### src/rtl/tdmrx_pkg.sv
package tdmrx_pkg;
    localparam int MAX_SLOTS = 32;
    localparam int SLOT_W    = $clog2(MAX_SLOTS);
    localparam int HALF_W    = MAX_SLOTS / 2;
    localparam int REG_W     = 24;
    localparam int ADDR_W    = 3;

    localparam logic [ADDR_W-1:0] ADDR_DATA = 3'd0;
    localparam logic [ADDR_W-1:0] ADDR_STAT = 3'd1;
    localparam logic [ADDR_W-1:0] ADDR_MLO  = 3'd2;
    localparam logic [ADDR_W-1:0] ADDR_MHI  = 3'd3;
    localparam logic [ADDR_W-1:0] ADDR_CFG  = 3'd4;

    typedef enum logic [1:0] {
        ST_HUNT = 2'd0,
        ST_SLOT = 2'd1,
        ST_TAIL = 2'd2
    } rx_state_t;
endpackage

### src/rtl/tdmrx_mask_regs.sv
module tdmrx_mask_regs
    import tdmrx_pkg::*;
(
    input  logic                 clk,
    input  logic                 rst_n,
    input  logic                 wr,
    input  logic [ADDR_W-1:0]    addr,
    input  logic [REG_W-1:0]     wdata,
    input  logic                 frame_start,
    output logic [MAX_SLOTS-1:0] shadow_rb,
    output logic [MAX_SLOTS-1:0] act_mask,
    output logic [SLOT_W-1:0]    cfg_rb,
    output logic [SLOT_W-1:0]    act_last
);
    localparam int NHALF = MAX_SLOTS / HALF_W;

    // Each half: host-written shadow, copied to the working copy at frame start
    for (genvar h = 0; h < NHALF; h++) begin : g_half
        localparam logic [ADDR_W-1:0] MY_ADDR = (h == 0) ? ADDR_MLO : ADDR_MHI;
        logic [HALF_W-1:0] shadow_q;
        logic [HALF_W-1:0] work_q;

        always_ff @(posedge clk or negedge rst_n) begin
            if (!rst_n)
                shadow_q <= '1;
            else if (wr && addr == MY_ADDR)
                shadow_q <= wdata[HALF_W-1:0];
        end

        always_ff @(posedge clk or negedge rst_n) begin
            if (!rst_n)
                work_q <= '1;
            else if (frame_start)
                work_q <= shadow_q;
        end

        assign shadow_rb[h*HALF_W +: HALF_W] = shadow_q;
        assign act_mask[h*HALF_W +: HALF_W]  = work_q;
    end

    logic [SLOT_W-1:0] cfg_q;
    logic [SLOT_W-1:0] last_q;

    always_ff @(posedge clk or negedge rst_n) begin
        if (!rst_n)
            cfg_q <= '1;
        else if (wr && addr == ADDR_CFG)
            cfg_q <= wdata[SLOT_W-1:0];
    end

    always_ff @(posedge clk or negedge rst_n) begin
        if (!rst_n)
            last_q <= '1;
        else if (frame_start)
            last_q <= cfg_q;
    end

    assign cfg_rb   = cfg_q;
    assign act_last = last_q;
endmodule

### src/rtl/tdmrx_slot_fsm.sv
module tdmrx_slot_fsm
    import tdmrx_pkg::*;
#(
    parameter int WORD_BITS = 16
) (
    input  logic              clk,
    input  logic              rst_n,
    input  logic              bit_en,
    input  logic              fsync,
    input  logic [SLOT_W-1:0] act_last,
    output logic              frame_start,
    output logic              shift_en,
    output logic              word_done,
    output logic [SLOT_W-1:0] slot_idx
);
    localparam int CNT_W = (WORD_BITS > 2) ? $clog2(WORD_BITS) : 1;
    localparam logic [CNT_W-1:0] LAST_BIT = CNT_W'(WORD_BITS - 1);

    rx_state_t         state_q, state_nx;
    logic [CNT_W-1:0]  bit_q, bit_nx;
    logic [SLOT_W-1:0] slot_q, slot_nx;

    // State register process
    always_ff @(posedge clk or negedge rst_n) begin
        if (!rst_n) begin
            state_q <= ST_HUNT;
            bit_q   <= '0;
            slot_q  <= '0;
        end else begin
            state_q <= state_nx;
            bit_q   <= bit_nx;
            slot_q  <= slot_nx;
        end
    end

    // Next state and outputs
    always_comb begin
        state_nx    = state_q;
        bit_nx      = bit_q;
        slot_nx     = slot_q;
        frame_start = bit_en && fsync;
        shift_en    = 1'b0;
        word_done   = 1'b0;
        unique case (state_q)
            ST_HUNT: begin
                if (frame_start) begin            // start
                    state_nx = ST_SLOT;
                    shift_en = 1'b1;
                    bit_nx   = CNT_W'(1);
                    slot_nx  = '0;
                end
            end
            ST_SLOT: begin
                if (frame_start) begin            // resync
                    shift_en = 1'b1;
                    bit_nx   = CNT_W'(1);
                    slot_nx  = '0;
                end else if (bit_en) begin
                    shift_en = 1'b1;
                    if (bit_q == LAST_BIT) begin
                        word_done = 1'b1;
                        bit_nx    = '0;
                        if (slot_q == act_last)
                            state_nx = ST_TAIL;   // finish
                        else
                            slot_nx = slot_q + 1'b1;  // advance
                    end else begin
                        bit_nx = bit_q + 1'b1;
                    end
                end
            end
            ST_TAIL: begin
                if (frame_start) begin            // restart
                    state_nx = ST_SLOT;
                    shift_en = 1'b1;
                    bit_nx   = CNT_W'(1);
                    slot_nx  = '0;
                end
            end
            default: state_nx = ST_HUNT;
        endcase
    end

    assign slot_idx = slot_q;
endmodule

### src/rtl/tdmrx_shifter.sv
module tdmrx_shifter #(
    parameter int WORD_BITS = 16
) (
    input  logic                 clk,
    input  logic                 rst_n,
    input  logic                 shift_en,
    input  logic                 sdata,
    output logic [WORD_BITS-1:0] word_next
);
    logic [WORD_BITS-1:0] sh_q;

    always_ff @(posedge clk or negedge rst_n) begin
        if (!rst_n)
            sh_q <= '0;
        else if (shift_en)
            sh_q <= word_next;
    end

    // Word as it stands once the present bit is included, MSB first
    assign word_next = {sh_q[WORD_BITS-2:0], sdata};
endmodule

### src/rtl/tdmrx_slot_rx.sv
module tdmrx_slot_rx
    import tdmrx_pkg::*;
#(
    parameter int WORD_BITS = 16
) (
    input  logic              clk,
    input  logic              rst_n,
    input  logic              bit_en,
    input  logic              fsync,
    input  logic              sdata,
    input  logic [2:0]        host_addr,
    input  logic              host_wr,
    input  logic              host_rd,
    input  logic [23:0]       host_wdata,
    output logic [23:0]       host_rdata,
    output logic              full_irq,
    output logic              ovr_flag
);
    logic                 frame_start;
    logic                 shift_en;
    logic                 word_done;
    logic [SLOT_W-1:0]    slot_idx;
    logic [SLOT_W-1:0]    act_last;
    logic [SLOT_W-1:0]    cfg_rb;
    logic [MAX_SLOTS-1:0] act_mask;
    logic [MAX_SLOTS-1:0] shadow_rb;
    logic [WORD_BITS-1:0] word_next;
    logic [WORD_BITS-1:0] data_q;
    logic                 full_q;
    logic                 ovr_q;
    logic                 slot_en;
    logic                 deliver;
    logic                 rd_data;
    logic                 ovr_clr;

    tdmrx_mask_regs i_masks (
        .clk         (clk),
        .rst_n       (rst_n),
        .wr          (host_wr),
        .addr        (host_addr),
        .wdata       (host_wdata),
        .frame_start (frame_start),
        .shadow_rb   (shadow_rb),
        .act_mask    (act_mask),
        .cfg_rb      (cfg_rb),
        .act_last    (act_last)
    );

    tdmrx_slot_fsm #(.WORD_BITS(WORD_BITS)) i_fsm (
        .clk         (clk),
        .rst_n       (rst_n),
        .bit_en      (bit_en),
        .fsync       (fsync),
        .act_last    (act_last),
        .frame_start (frame_start),
        .shift_en    (shift_en),
        .word_done   (word_done),
        .slot_idx    (slot_idx)
    );

    tdmrx_shifter #(.WORD_BITS(WORD_BITS)) i_shift (
        .clk       (clk),
        .rst_n     (rst_n),
        .shift_en  (shift_en),
        .sdata     (sdata),
        .word_next (word_next)
    );

    assign slot_en = act_mask[slot_idx];
    assign deliver = word_done && slot_en;
    assign rd_data = host_rd && host_addr == ADDR_DATA;
    assign ovr_clr = host_wr && host_addr == ADDR_STAT && host_wdata[1];

    always_ff @(posedge clk or negedge rst_n) begin
        if (!rst_n)
            data_q <= '0;
        else if (deliver)
            data_q <= word_next;
    end

    always_ff @(posedge clk or negedge rst_n) begin
        if (!rst_n)
            full_q <= 1'b0;
        else if (deliver)
            full_q <= 1'b1;
        else if (rd_data)
            full_q <= 1'b0;
    end

    always_ff @(posedge clk or negedge rst_n) begin
        if (!rst_n)
            ovr_q <= 1'b0;
        else if (deliver && full_q)
            ovr_q <= 1'b1;
        else if (ovr_clr)
            ovr_q <= 1'b0;
    end

    always_comb begin
        host_rdata = '0;
        case (host_addr)
            ADDR_DATA: host_rdata = REG_W'(data_q);
            ADDR_STAT: host_rdata = {22'd0, ovr_q, full_q};
            ADDR_MLO:  host_rdata = {8'd0, shadow_rb[HALF_W-1:0]};
            ADDR_MHI:  host_rdata = {8'd0, shadow_rb[MAX_SLOTS-1:HALF_W]};
            ADDR_CFG:  host_rdata = REG_W'(cfg_rb);
            default:   host_rdata = '0;
        endcase
    end

    assign full_irq = full_q;
    assign ovr_flag = ovr_q;
endmodule

### config.mk
export PLATFORM = sky130hd
export DESIGN_NAME = tdmrx_slot_rx
export DESIGN_NICKNAME = d
export VERILOG_FILES = /design/src/rtl/tdmrx_pkg.sv /design/src/rtl/tdmrx_mask_regs.sv /design/src/rtl/tdmrx_slot_fsm.sv /design/src/rtl/tdmrx_shifter.sv /design/src/rtl/tdmrx_slot_rx.sv
export SDC_FILE = /design/constraint.sdc
export NUM_CORES = 1
export LEC_CHECK = 0
export BUFFER_PORTS_ARGS = -buffer_cell sky130_fd_sc_hd__buf_2
export CORE_ASPECT_RATIO = 0.9
export CORE_MARGIN = 2
export CORE_UTILIZATION = 60
export CTS_CLUSTER_SIZE = 30
export DETAILED_ROUTE_END_ITERATION = 10
export HOLD_SLACK_MARGIN = 0.02
export PLACE_DENSITY_LB_ADDON = 0.1
export SYNTH_ARGS = -nofsm -noshare
export SYNTH_HDL_FRONTEND = slang
export SYNTH_SLANG_ARGS = --single-unit
### constraint.sdc
create_clock -name clk -period 4.8 [get_ports clk]
set_input_delay 0.24 -clock clk [delete_from_list [all_inputs] [get_ports clk]]
set_output_delay 0.24 -clock clk [all_outputs]
set_load 0.01 [all_outputs]
== Word-level counts from Yosys, hierarchy flattened ==
Index checks and enable logic that the tools add are counted.

* Input port bits: 34
* Bits in registers: 118

* Reductions and logical operators: 18
* Equality and inequality tests: 16
* $lt $le $gt $ge: 1
* Add/subtract/negate cells: 2
* Mux-type cells: 32

{| class="wikitable"
|+ Operator list
! operator !! count
|-
| $pmux 16 s5 || 1
|-
| $mux 5 || 5
|-
| $mux 4 || 4
|-
| $mux 1 || 12
|-
| $mux 2 || 5
|-
| $pmux 5 s2 || 1
|-
| $reduce_and 5->1 || 2
|-
| $logic_and 1x1->1 || 9
|-
| $pmux 4 s2 || 1
|-
| $eq 3x2->1 const B || 2
|-
| $lt 5x6->1 const B || 1
|-
| $ne 2x1->1 const B || 3
|-
| $ne 3x3->1 const B || 2
|-
| $reduce_bool 2->1 || 3
|-
| $add 5x1->5 const B || 1
|-
| $bmux 1 s5 || 1
|-
| $eq 5x5->1 || 1
|-
| $add 4x1->4 const B || 1
|-
| $eq 4x4->1 const B || 1
|-
| $ne 2x2->1 const B || 2
|-
| $pmux 2 s2 || 1
|-
| $eq 3x1->1 const B || 1
|-
| $eq 3x3->1 const B || 1
|-
| $logic_not 3->1 || 1
|-
| other kinds (7) || 7
|}

== Logic depth before layout (Yosys ltp) ==
* Depth in word-level cells: 8
* Gate-level depth with buffers: 9
* Gate-level depth less buffers: 6

== Hierarchy ==
From an unflattened synthesis, not the netlist that was laid out.

* Cells, all modules: 425
* Area total of the unflattened synthesis: 5791.8 µm²

{| class="wikitable"
|+ By module, submodules not included
! module !! times used !! seq. area each (µm²) !! area an instance (µm²) !! cells an instance
|-
| tdmrx_mask_regs || 1 || 1944.4 || 2920.3 || 158
|-
| tdmrx_slot_rx || 1 || 450.4 || 1545.2 || 157
|-
| tdmrx_slot_fsm || 1 || 275.3 || 705.7 || 77
|-
| tdmrx_shifter || 1 || 375.4 || 620.6 || 33
|}

== Worst setup path before layout ==
OpenSTA, ideal clock, no wires.

* Kind: register -> register
* Start point: register i_fsm.slot_q[0] (netlist: i_fsm.slot_idx[0])
* End point: register data_q[10]
* Library setup time: 0.125 ns
* Data required time: 4.675 ns
* Slack: 2.563 ns
* Clock period less this slack: 2.237 ns
* Cell stages (with the launch flop): 10
* Data arrival time: 2.112 ns
* Cell sequence: dfrtp_1 -> buf_6 -> buf_12 -> mux2i_1 -> mux4_2 -> a31oi_1 -> o311a_1 -> buf_6 -> buf_12 -> mux2_4

* Word-level cells in the longest chain between the ends: 3

{| class="wikitable"
|+ Ends and longest elaborated chain
! what !! RTL line !! source
|-
| start: declaration || tdmrx_slot_fsm.sv:21 || <nowiki>logic [SLOT_W-1:0] slot_q, slot_nx;</nowiki>
|-
| start signal: assignment || tdmrx_slot_fsm.sv:32 || <nowiki>slot_q <= slot_nx;</nowiki>
|-
| $bmux 1 s5 || tdmrx_slot_rx.sv:69 || <nowiki>assign slot_en = act_mask[slot_idx];</nowiki>
|-
| $mux 1 (implied by the code) || tdmrx_slot_rx.sv:69 ||
|-
| $logic_and 1x1->1 || tdmrx_slot_rx.sv:70 || <nowiki>assign deliver = word_done && slot_en;</nowiki>
|-
| end signal: assignment || tdmrx_slot_rx.sv:78 || <nowiki>data_q <= word_next;</nowiki>
|-
| end: declaration || tdmrx_slot_rx.sv:28 || <nowiki>logic [WORD_BITS-1:0] data_q;</nowiki>
|}

Every way passes these cells. The select of a mux whose other input is x is not followed.
A chain may end at the register's enable or synchronous reset.

== Worst setup path in the final report ==
* Start point: register i_fsm.slot_q[0] (netlist: i_fsm.slot_idx[0])
* End point: register data_q[4]

Same word-level chain as after synthesis.

==> results.yml <==
status:
  outcome: "finished clean"
grt:
  grt_pass1_wl_um: 18400
  met1_usage_pct: 32.6
  grt.overflow.total: 0
  grt_max_degree: 74
  grt_pass1_vias: 3633
  busiest_layer: "met2"
  grt_util_met2_pct: 38.6
  grt_use_total_pct: 24.3
  globalRouteMet3Util_pct: 7.24
  antenna_found_initial: 1
placement:
  place_ws_ps: 1530
  dp_hpwl_um: 7190
  gp_congestion: 0.761
  port_buffers: 43
setup_path:
  start_kind: "flip-flop"
  critPathKind: "flip-flop to flip-flop"
  crit_start: "i_fsm.slot_idx[0]"
  endpoint_kind: "flip-flop"
  crit_fanout: 18
  critPathArrivalTime_ps: 3650
  required_ps: 5200
  crit-reg2reg-launch: "i_fsm.slot_idx[0]"
clocking:
  root_buffer: "clkbuf_8"
  cts_sinks: 118
  clock_latency_ps: 510
  cts_max_path_buffers: 2
  cts_setup_buffers: 0
  cts_tree: "built"
  numCtsBuffers: 17
  htree_levels: 4
  clkTransAtPathRegs_ps: 60
drt:
  wl_um: 11300
  vias: 3511
  ant_nets: 0
  drtPass1Iterations: 6
  drc: 0
  drt-initial-drc-count: 155
  avgRoutedWirePerCell_um: 18.8
  viasPerCell: 5.83
floorplanning:
  core_um2: 9130
  start_util_pct: 61.8
  die_h_um: 96.0
  die_w_um: 106
  fp-row-count: 33
  io_pins: 60
  die_area_um2: 10200
final_layout:
  fin_nets: 503
  diodes: 0
  area_delta_synth_final_pct: 17.8
  mostFrequentLayoutCell: "mux2_2"
  final_cell_mix: "mux2_2, dfstp_2, dfrtp_1, buf_2, nor2_1"
  nFillCells: 631
  final_layout_size_suffix_gt1_share_pct: 58.3
timing:
  fmax_mhz: 307
  worst_pin_slew_ps: 1090
  holdWs_ps: 125
  timing.final.hold_violations: 0
  period_minus_slack_ps: 3250
  finalWorstSetupSlack_ps: 1550
  finalSetupViolations: 0
  finalClockSkew_ps: 10.4
  slew_headroom_pct: 27.5
  drv_slew: 0
  rsz0062_at_grt: "no"
  finalSetupTns_ps: 0
  fin_crit_sh_pct: 67.8
synth:
  yosysUniqueCellTypes: 48
  syn_area_um2: 5640
  synth.mux.area_fraction_pct: 29.2
  yosys.area_share.simple_pct: 4.95
  synth_ff_type: "dfstp_2"
  synth.avg_cell_area_um2: 13.9
  yosysSeqAreaShare_pct: 54.0
  synth-compound-area-share_pct: 6.44
  synth_top_family_by_area: "multiplexers"
  synthArstFlopShare_pct: 100
  yosys_warnings: 0
  ys_seq_elements: 118
  synthXorXnorAreaFrac_pct: 0.777
  synth_edf_count: 0
  syn_inst: 407
  yosys.area_share.adder_pct: 0.444
min_path:
  hp-class: "primary input to flip-flop"
  worstHoldStart: "bit_en"
power:
  power_density_nw_per_um2: 512
  vdd_ir_drop_max_uv: 466
  power_leakage_nw: 2.83
run:
  cap_violations: 0
## per-layer routing
layer / routed length (µm) / share of wire [%] / up-vias
met3: 499 / 4.4 / 8
li1: - / - / 1614
met1: 5250 / 46 / 1814
met4: 93 / 0.82 / 2
met5: 13 / 0.12 / -
met2: 5440 / 48 / 73
## area by class of cell
| cell class | instances | area (µm²) | share of cell area [%] |
|---|---|---|---|
| clock inverter | 11 | 124 | 1.87 |
| tap | 122 | 153 | 2.30 |
| multi-input combinational | 261 | 2410 | 36.3 |
| timing repair buffer | 66 | 438 | 6.60 |
| clock buffer | 21 | 459 | 6.92 |
| sequential | 118 | 3050 | 45.9 |
| inverter | 3 | 11.3 | 0.170 |
## synthesized netlist by cell type, types with 4 or more instances
cell	instances	area, µm²
mux2_4	8	120
o21ai_0	9	45.0
dfstp_2	74	1940
mux4_2	5	113
a22oi_1	16	120
nand3_1	4	20.0
nand2_1	12	45.0
a21oi_1	4	20.0
nor2b_1	6	37.5
buf_4	8	60.1
mux2_2	111	1250
dfrtp_1	44	1100
nor2_1	20	75.1
clkbuf_1	13	48.8
mux2i_1	14	140
buf_1	5	18.8
## power by group
group | internal (mW) | leakage, nW | switching, mW | total, mW
clock network | 0.779 | 0.280 | 0.443 | 1.22
logic | 0.364 | 1.21 | 0.234 | 0.598
registers | 1.36 | 1.34 | 0.219 | 1.58
total | 2.51 | 2.83 | 0.896 | 3.40
## per-stage QoR
step / util, % / std cells / area [µm²] / power [mW]
5_1_grt: 72.8 / 602 / 6640 / 3.56
6_report: 72.8 / 602 / 6640 / 3.40
4_1_cts: 72.8 / 602 / 6640 / 3.43
3_5_place_dp: 64.3 / 551 / 5870 / 2.17
2_1_floorplan: - / 414 / 5660 / 2.01
3_3_place_gp: 64.3 / 551 / 5870 / 2.14
## worst max-delay path, cell delays in order (launching register included)
cell     delay (ps)
dfrtp_1         930
mux2i_1         180
mux4_1          570
nand3_1         120
o311a_1         890
mux2_2          430
## state kept, by name, indices dropped and copies added, names as in the netlist, 4 cells and up
name / cells
i_masks.act_last: 5
i_masks.cfg_rb: 5
data_q: 16
i_shift.sh_q: 15
i_fsm.slot_idx: 5
i_masks.g_half.shadow_q: 32
i_masks.g_half.work_q: 32
i_fsm.bit_q: 4
## logic make-up after synthesis
group | after synthesis
XOR/XNOR | 5
adder cells (fa/ha/maj) | 2
AO/OA/AOI/OAI | 51
buffers and inverters | 35
AND/OR/NAND/NOR | 56
multiplexers | 139
flip-flops | 118
other | 1
## worst paths after layout
kind                                                to  slack (ps)  depth (start not counted)
min in group asynchronous               i_fsm.bit_q[2]         420                          2
max reg2reg                                  data_q[4]        1550                          5
min reg2reg                             i_fsm.bit_q[3]         500                          1
min                                     i_fsm.bit_q[0]         120                          3
max in group asynchronous  i_masks.g_half[1].work_q[7]        3260                          3
max                                          data_q[4]        1550                          5
## what timing repair did
| item | CTS | global route |
|---|---|---|
| hold buffers | 19 | 0 |
| resized for setup | 0 | 0 |
| setup endpoints to repair | 0 | 0 |
| hold endpoints to repair | 68 | 0 |
No activity file was read; power rests on OpenSTA's default activity.
